File: config.mk
export PLATFORM = sky130hd
export DESIGN_NAME = lcdt_timing_gen
export DESIGN_NICKNAME = d
export VERILOG_FILES = /design/src/rtl/lcdt_pkg.sv /design/src/rtl/lcdt_axis.sv /design/src/rtl/lcdt_ctrl.sv /design/src/rtl/lcdt_timing_gen.sv
export SDC_FILE = /design/constraint.sdc
export NUM_CORES = 1
export LEC_CHECK = 0
export BUFFER_PORTS_ARGS = -buffer_cell sky130_fd_sc_hd__clkbuf_2
export CAP_MARGIN = 30
export CORE_MARGIN = 2
export CORE_UTILIZATION = 40
export DETAILED_ROUTE_END_ITERATION = 10
export PLACE_DENSITY = 0.64
export SETUP_SLACK_MARGIN = 0.2
export SLEW_MARGIN = 20
export SYNTH_ARGS = -nofsm -noshare
export SYNTH_HDL_FRONTEND = slang
export SYNTH_SLANG_ARGS = --single-unit
File: constraint.sdc
create_clock -name clk -period 8.2 [get_ports clk]
set_clock_uncertainty 0.15 [all_clocks]
set_input_delay 1.23 -clock clk [delete_from_list [all_inputs] [get_ports clk]]
set_output_delay 1.23 -clock clk [all_outputs]
set_load 0.01 [all_outputs]
File: src/rtl/lcdt_pkg.sv
package lcdt_pkg;

    localparam int CNT_W = 18;
    localparam logic [CNT_W-1:0] CNT_ONE = {{(CNT_W-1){1'b0}}, 1'b1};

    typedef enum logic [1:0] {
        ST_IDLE  = 2'd0,
        ST_RUN   = 2'd1,
        ST_DRAIN = 2'd2
    } lcdt_state_e;

    typedef struct packed {
        logic [CNT_W-1:0] hper;
        logic [CNT_W-1:0] hsw;
        logic [CNT_W-1:0] hwait;
        logic [CNT_W-1:0] hvalid;
        logic [CNT_W-1:0] vper;
        logic [CNT_W-1:0] vsw;
        logic [CNT_W-1:0] vwait;
        logic [CNT_W-1:0] vact;
        logic             vs_lines;
    } lcdt_cfg_t;

    // drive level for an active indication under a given polarity
    function automatic logic lvl(input logic act, input logic high);
        return ~(act ^ high);
    endfunction

endpackage

File: src/rtl/lcdt_axis.sv
module lcdt_axis
    import lcdt_pkg::*;
(
    input  logic             clk,
    input  logic             rst,
    input  logic             clr,
    input  logic             step,
    input  logic [CNT_W-1:0] period,
    input  logic [CNT_W-1:0] pulse_w,
    input  logic [CNT_W-1:0] win_start,
    input  logic [CNT_W-1:0] win_len,
    output logic [CNT_W-1:0] cnt,
    output logic             at_end,
    output logic             in_pulse,
    output logic             in_win,
    output logic             at_win_start
);
    logic [CNT_W:0] win_stop;

    always_ff @(posedge clk) begin
        if (rst || clr)
            cnt <= '0;
        else if (step)
            cnt <= at_end ? '0 : cnt + CNT_ONE;
    end

    assign win_stop     = {1'b0, win_start} + {1'b0, win_len};
    assign at_end       = (cnt == period - CNT_ONE);
    assign in_pulse     = (cnt < pulse_w);
    assign in_win       = (cnt >= win_start) && ({1'b0, cnt} < win_stop);
    assign at_win_start = (cnt == win_start);
endmodule

File: src/rtl/lcdt_ctrl.sv
module lcdt_ctrl
    import lcdt_pkg::*;
#(
    parameter int ADDR_W = 32
) (
    input  logic              clk,
    input  logic              rst,
    input  logic              run_req,
    input  logic              sync_en,
    input  logic              pix_pending,
    input  logic              h_end,
    input  logic              v_end,
    input  lcdt_cfg_t         cfg_in,
    input  logic [ADDR_W-1:0] next_base,
    output lcdt_cfg_t         cfg,
    output logic [ADDR_W-1:0] cur_base,
    output logic              run,
    output logic              stop,
    output logic [CNT_W-1:0]  fclk
);
    lcdt_state_e state, state_nx;
    logic start, wrap, load;

    always_comb begin
        state_nx = state;
        case (state)
            ST_IDLE:  if (run_req && sync_en) state_nx = ST_RUN;
            ST_RUN:   if (!run_req)           state_nx = ST_DRAIN;
            ST_DRAIN: if (!pix_pending)       state_nx = ST_IDLE;
            default:                          state_nx = ST_IDLE;
        endcase
    end

    assign run   = (state != ST_IDLE);
    assign stop  = (state == ST_DRAIN) && !pix_pending;
    assign start = (state == ST_IDLE) && run_req && sync_en;
    assign wrap  = run && h_end && v_end;
    assign load  = start || (wrap && !stop);

    always_ff @(posedge clk) begin
        if (rst) begin
            state    <= ST_IDLE;
            cfg      <= '0;
            cur_base <= '0;
        end else begin
            state <= state_nx;
            if (load) begin
                cfg      <= cfg_in;
                cur_base <= next_base;
            end
        end
    end

    // clocks since frame start, saturating, for clock-unit vsync
    always_ff @(posedge clk) begin
        if (rst || !run || stop || wrap)
            fclk <= '0;
        else if (fclk != {CNT_W{1'b1}})
            fclk <= fclk + CNT_ONE;
    end
endmodule

File: src/rtl/lcdt_timing_gen.sv
module lcdt_timing_gen
    import lcdt_pkg::*;
#(
    parameter int ADDR_W   = 32,
    parameter bit HSW_WIDE = 1'b1
) (
    input  logic              clk,
    input  logic              rst,
    input  logic              run_req_i,
    input  logic              sync_en_i,
    input  logic              pix_pending_i,
    input  logic [31:0]       line_cfg_i,
    input  logic [17:0]       hwait_i,
    input  logic [17:0]       hvalid_i,
    input  logic [17:0]       vper_i,
    input  logic [17:0]       vsw_i,
    input  logic [17:0]       vwait_i,
    input  logic [17:0]       vact_i,
    input  logic              vs_lines_i,
    input  logic [3:0]        pol_i,
    input  logic [ADDR_W-1:0] next_base_i,
    output logic              hsync_o,
    output logic              vsync_o,
    output logic              de_o,
    output logic              dclk_fall_o,
    output logic [17:0]       pix_x_o,
    output logic [17:0]       pix_y_o,
    output logic              line_stb_o,
    output logic              frame_start_o,
    output logic [ADDR_W-1:0] cur_base_o,
    output logic              run_o
);
    lcdt_cfg_t        cfg_in, cfg;
    logic [CNT_W-1:0] hsw_in, hcnt, vcnt, fclk;
    logic             run, stop, clr;
    logic             h_end, h_pulse, h_win, h_first;
    logic             v_end, v_pulse, v_win, v_first_unused;
    logic             vs_act, de_act;

    generate
        if (HSW_WIDE) begin : g_hsw_wide
            assign hsw_in = CNT_W'(line_cfg_i[31:18]);
        end else begin : g_hsw_narrow
            logic gap_unused;
            assign gap_unused = ^line_cfg_i[23:18];
            assign hsw_in     = CNT_W'(line_cfg_i[31:24]);
        end
    endgenerate

    assign cfg_in = '{hper: line_cfg_i[17:0], hsw: hsw_in, hwait: hwait_i,
                      hvalid: hvalid_i, vper: vper_i, vsw: vsw_i,
                      vwait: vwait_i, vact: vact_i, vs_lines: vs_lines_i};

    lcdt_ctrl #(.ADDR_W(ADDR_W)) ctrl_i (
        .clk(clk), .rst(rst), .run_req(run_req_i), .sync_en(sync_en_i),
        .pix_pending(pix_pending_i), .h_end(h_end), .v_end(v_end),
        .cfg_in(cfg_in), .next_base(next_base_i), .cfg(cfg),
        .cur_base(cur_base_o), .run(run), .stop(stop), .fclk(fclk)
    );

    assign clr = !run || stop;

    lcdt_axis h_axis_i (
        .clk(clk), .rst(rst), .clr(clr), .step(1'b1),
        .period(cfg.hper), .pulse_w(cfg.hsw),
        .win_start(cfg.hwait), .win_len(cfg.hvalid),
        .cnt(hcnt), .at_end(h_end), .in_pulse(h_pulse),
        .in_win(h_win), .at_win_start(h_first)
    );

    lcdt_axis v_axis_i (
        .clk(clk), .rst(rst), .clr(clr), .step(h_end),
        .period(cfg.vper), .pulse_w(cfg.vsw),
        .win_start(cfg.vwait), .win_len(cfg.vact),
        .cnt(vcnt), .at_end(v_end), .in_pulse(v_pulse),
        .in_win(v_win), .at_win_start(v_first_unused)
    );

    assign vs_act = cfg.vs_lines ? v_pulse : (fclk < cfg.vsw);
    assign de_act = run && h_win && v_win;

    assign hsync_o       = lvl(run && h_pulse, pol_i[0]);
    assign vsync_o       = lvl(run && vs_act, pol_i[1]);
    assign de_o          = lvl(de_act, pol_i[2]);
    assign dclk_fall_o   = pol_i[3];
    assign pix_x_o       = de_act ? hcnt - cfg.hwait : '0;
    assign pix_y_o       = de_act ? vcnt - cfg.vwait : '0;
    assign line_stb_o    = de_act && h_first;
    assign frame_start_o = run && (hcnt == '0) && (vcnt == '0);
    assign run_o         = run;
endmodule

==> impl_results.md <==
* Outcome: complete, no violations
* Core ar. at 37670 sq um
* Top cell type's share of synthesized area at 0.2999
* Antenna Violating Nets Remaining at 0
* Mapped Cells at 1749
* Mean number of vias per cell at 5.243
* Post-synth EDFFs at 0
* TritonCTS Buffers at 28
* Die height at 199.5 microns
* Logic pwr share at 0.179
* Reg power frac at 0.386
* Post-CTS sizing at 0
* Number of buffers added on ports at 254
* Crit path top cell by count: a21o_1
* Mean Syn Cell Area at 8.740 sq um
* Wire per inst at 16.54 microns
* CP arrival at 5.91 ns
* DR vias at 13182
* Slew @ Worst Pin at 0.9095 ns
* Ports at 257
* Worst path cell trace: ha_1 -> fa_1 -> a21o_1 -> a211oi_1 -> nor2b_1 -> o41a_1 -> a21o_1 -> a21oi_1 -> o21bai_1 -> xnor2_1 -> ha_1 -> a21o_1 -> a21oi_1 -> o21ai_0 -> a2111oi_0 -> o21a_1 -> a211oi_1 -> or4_4 -> buf_4 -> nor3b_1 -> clkbuf_2
* Power per standard cell area at 173.2 nW/um^2
* Clock Root Buffer: clkbuf_16
* DRT iter0 DRCs at 621
* Critical Path RT at 6.82 ns
* Final Cycle Share at 0.8895
* Final setup fails at 0
* Leakage at 8.808 nW
* Ant diodes at 0
* Vias in the first global route at 12479
* CP max stage delay at 0.65 ns
* Period minus WS final at 7.294 ns
* Top cells by area, synth: dfxtp_1, ha_1, mux2i_1
* Post-CTS Hold Fix Bufs at 0
* Layout cells sized above 1 at 0.1707
* Antenna violations before repair at 0
* RSZ-0062 raised after global routing: false
* Nets at 2328
* First drt pass iteration count at 5
* Seq/Total Area, Yosys at 0.2999
* Hold Path Class: flip-flop to flip-flop
* DPL Wire Length at 31760 microns
* Total gr overflow at 0
* CTS clock-pin slew for the worst setup and hold paths at 0.06 ns
* Die area at 39790 sq um
* CTS tree: yes
* Kind of end point of the critical path: output pin
* Post-synth top flop: dfxtp_1
* Clock latency on the worst-skew pair at 0.56 ns
* Synthesized cell area at 15290 sq um
* H-tree Lvls at 1
* Synth warn at 0
* Peak fanout along the critical path at 20
* Maxcap violations at 0
* Post-route setup slack at 0.9064 ns
* Clock Path Buffers at 3
* Drt drc at 0
* Count of cell types in the netlist at 86
* Post-CTS setup buffers at 0
* Max-slew headroom at 0.3936
* Total power at 3.095 mW
* Number of synthesized register bits at 229
* Total wire length at 41590 microns
* Cell Rows at 71
* Largest area contributor in the netlist: dfxtp_1
* Final hold viol count at 0
* Initial Util at 0.4058
* Crit Path Category: flip-flop to output pin
* Max Slew Vio Count at 0
* CP top delay family: compound AO/OA/AOI/OAI gates
* Peak Freq at 0.1371 GHz
* Buf/Inv on CP at 2
* Sw Ratio at 0.2714
* Tot GR Track Use at 0.2043
* P&R area growth vs syn at 16.92%
* Async SR Flop Fraction at 0
* Routability-driven placement congestion ratio at 0.8872
* Internal cell power at 2.255 mW
* Clock Power Share at 0.435
* Net switching power of the design at 0.8401 mW
* Synthesized Nets at 2095
* Die Width at 199.5 microns
* Crit path launch type: flip-flop
* Max VDD drop at 141.0 uV
* Slowest stage cell, crit path: or4_4
* First-pass GRT wire length at 65360 microns
* Clock sinks at 229
* Setup WS pre-CTS at 1.172 ns
* Pin count of the biggest net entering global routing at 109
* Final setup TNS at 0 ns
## cells in the final DEF (no fill, tap or decap), drive strengths merged, types with 20 or more instances in the layout
master  Yosys  final
ha        160    160
nand2      61     61
mux2i     180    180
nand4      26     26
nor4       22     22
xor2       70     70
dfxtp     229    229
a21oi      75     75
nor2      296    296
nand2b     20     20
nor3       35     35
inv        99     99
o21ai      56     56
clkbuf     30    289
nand3      51     51
xnor2      66     66
or3        20     20
a21o       44     44
## power groups by stage
stage               sequential, mW  clock [mW]  combinational, mW
finish                        1.20        1.34              0.554
global route                  1.20        1.42              0.615
CTS                           1.20        1.38              0.554
detailed placement            1.22           0              0.551
global placement              1.22           0              0.544
floorplan                     1.21           0              0.404
## layer usage
metal / wire [microns] / global-route usage
met5: 0 / 0
met4: 822 / 0.05075
met3: 2214 / 0.02886
met2: 19400 / 0.3498
met1: 19160 / 0.2695
## per-stage QoR
stage                     cell area (sq um)  instances  hold slack [ns]  utilization
after floorplan                       15290       1749           0.3089            -
after global placement                16830       2462           0.3186       0.4468
after detailed placement              16850       2463           0.3341       0.4475
after CTS                             17870       2514           0.3492       0.4744
after global routing                  17870       2514           0.3666       0.4745
final                                 17870       2514           0.3426       0.4745
## Yosys cell counts, drive strengths merged, types with 7 or more instances
cell     count
a2111oi      7
a211oi      14
a21o        44
a21oi       75
a31oi       11
and2         7
and3        18
buf         29
clkbuf      30
dfxtp      229
ha         160
inv         99
mux2i      180
nand2       61
nand2b      20
nand3       51
nand4       26
nor2       296
nor2b       15
nor3        35
nor4        22
o21a        16
o21ai       56
or3         20
xnor2       66
xor2        70
## registers in the layout, summed over array words and instances (netlist names)
register,flops
ctrl_i.cfg,141
ctrl_i.cur_base,32
ctrl_i.fclk,18
h_axis_i.cnt,18
v_axis_i.cnt,18
ctrl_i.state,2
## final cells by class
| class | count | area (sq um) |
|---|---|---|
| Sequential cell | 229 | 4584 |
| Timing Repair Buffer | 263 | 1374 |
| Inverter | 99 | 371.6 |
| Fill cell | 3756 | 19790 |
| Clock inverter | 15 | 211.5 |
| Tap cell | 511 | 639.4 |
| Multi-Input combinational cell | 1361 | 9889 |
| Clock buffer | 36 | 802.0 |
## worst reg2reg max path: stages, from the launching register on
cell and delay (ns):
dfxtp_1 0.81, nand3_1 0.17, a221oi_1 0.32, a41oi_1 0.08, nor4_1 0.41, nand4_1 0.20
a2111oi_4 0.58, a31oi_4 0.33, buf_12 0.35, mux2i_1 0.56, nor2_1 0.06
## logic make-up (layout without fill, tap and decap cells)
kind of cell / after synthesis / in the layout / share of synthesized area
XOR/XNOR: 136 / 136 / 0.07792
AND/OR/NAND/NOR: 604 / 604 / 0.1936
adder cells (fa/ha/maj): 164 / 164 / 0.1362
flip-flops: 229 / 229 / 0.2999
buffers and inverters: 159 / 413 / 0.05337
AO/OA/AOI/OAI: 276 / 276 / 0.1204
multiplexers: 181 / 181 / 0.1186
## final timing paths
path | start | to | slack [ns] | cells after the start
worst min-delay path | ctrl_i.cfg[49] | ctrl_i.cfg[49] | 0.34 | 2
worst min register to register | ctrl_i.cfg[49] | ctrl_i.cfg[49] | 0.34 | 2
worst max register to register | v_axis_i.cnt[2] | ctrl_i.cfg[0] | 4.04 | 10
worst max-delay path | ctrl_i.cfg[19] | pix_y_o[8] | 0.91 | 21
(Power assumes the default switching activity.)
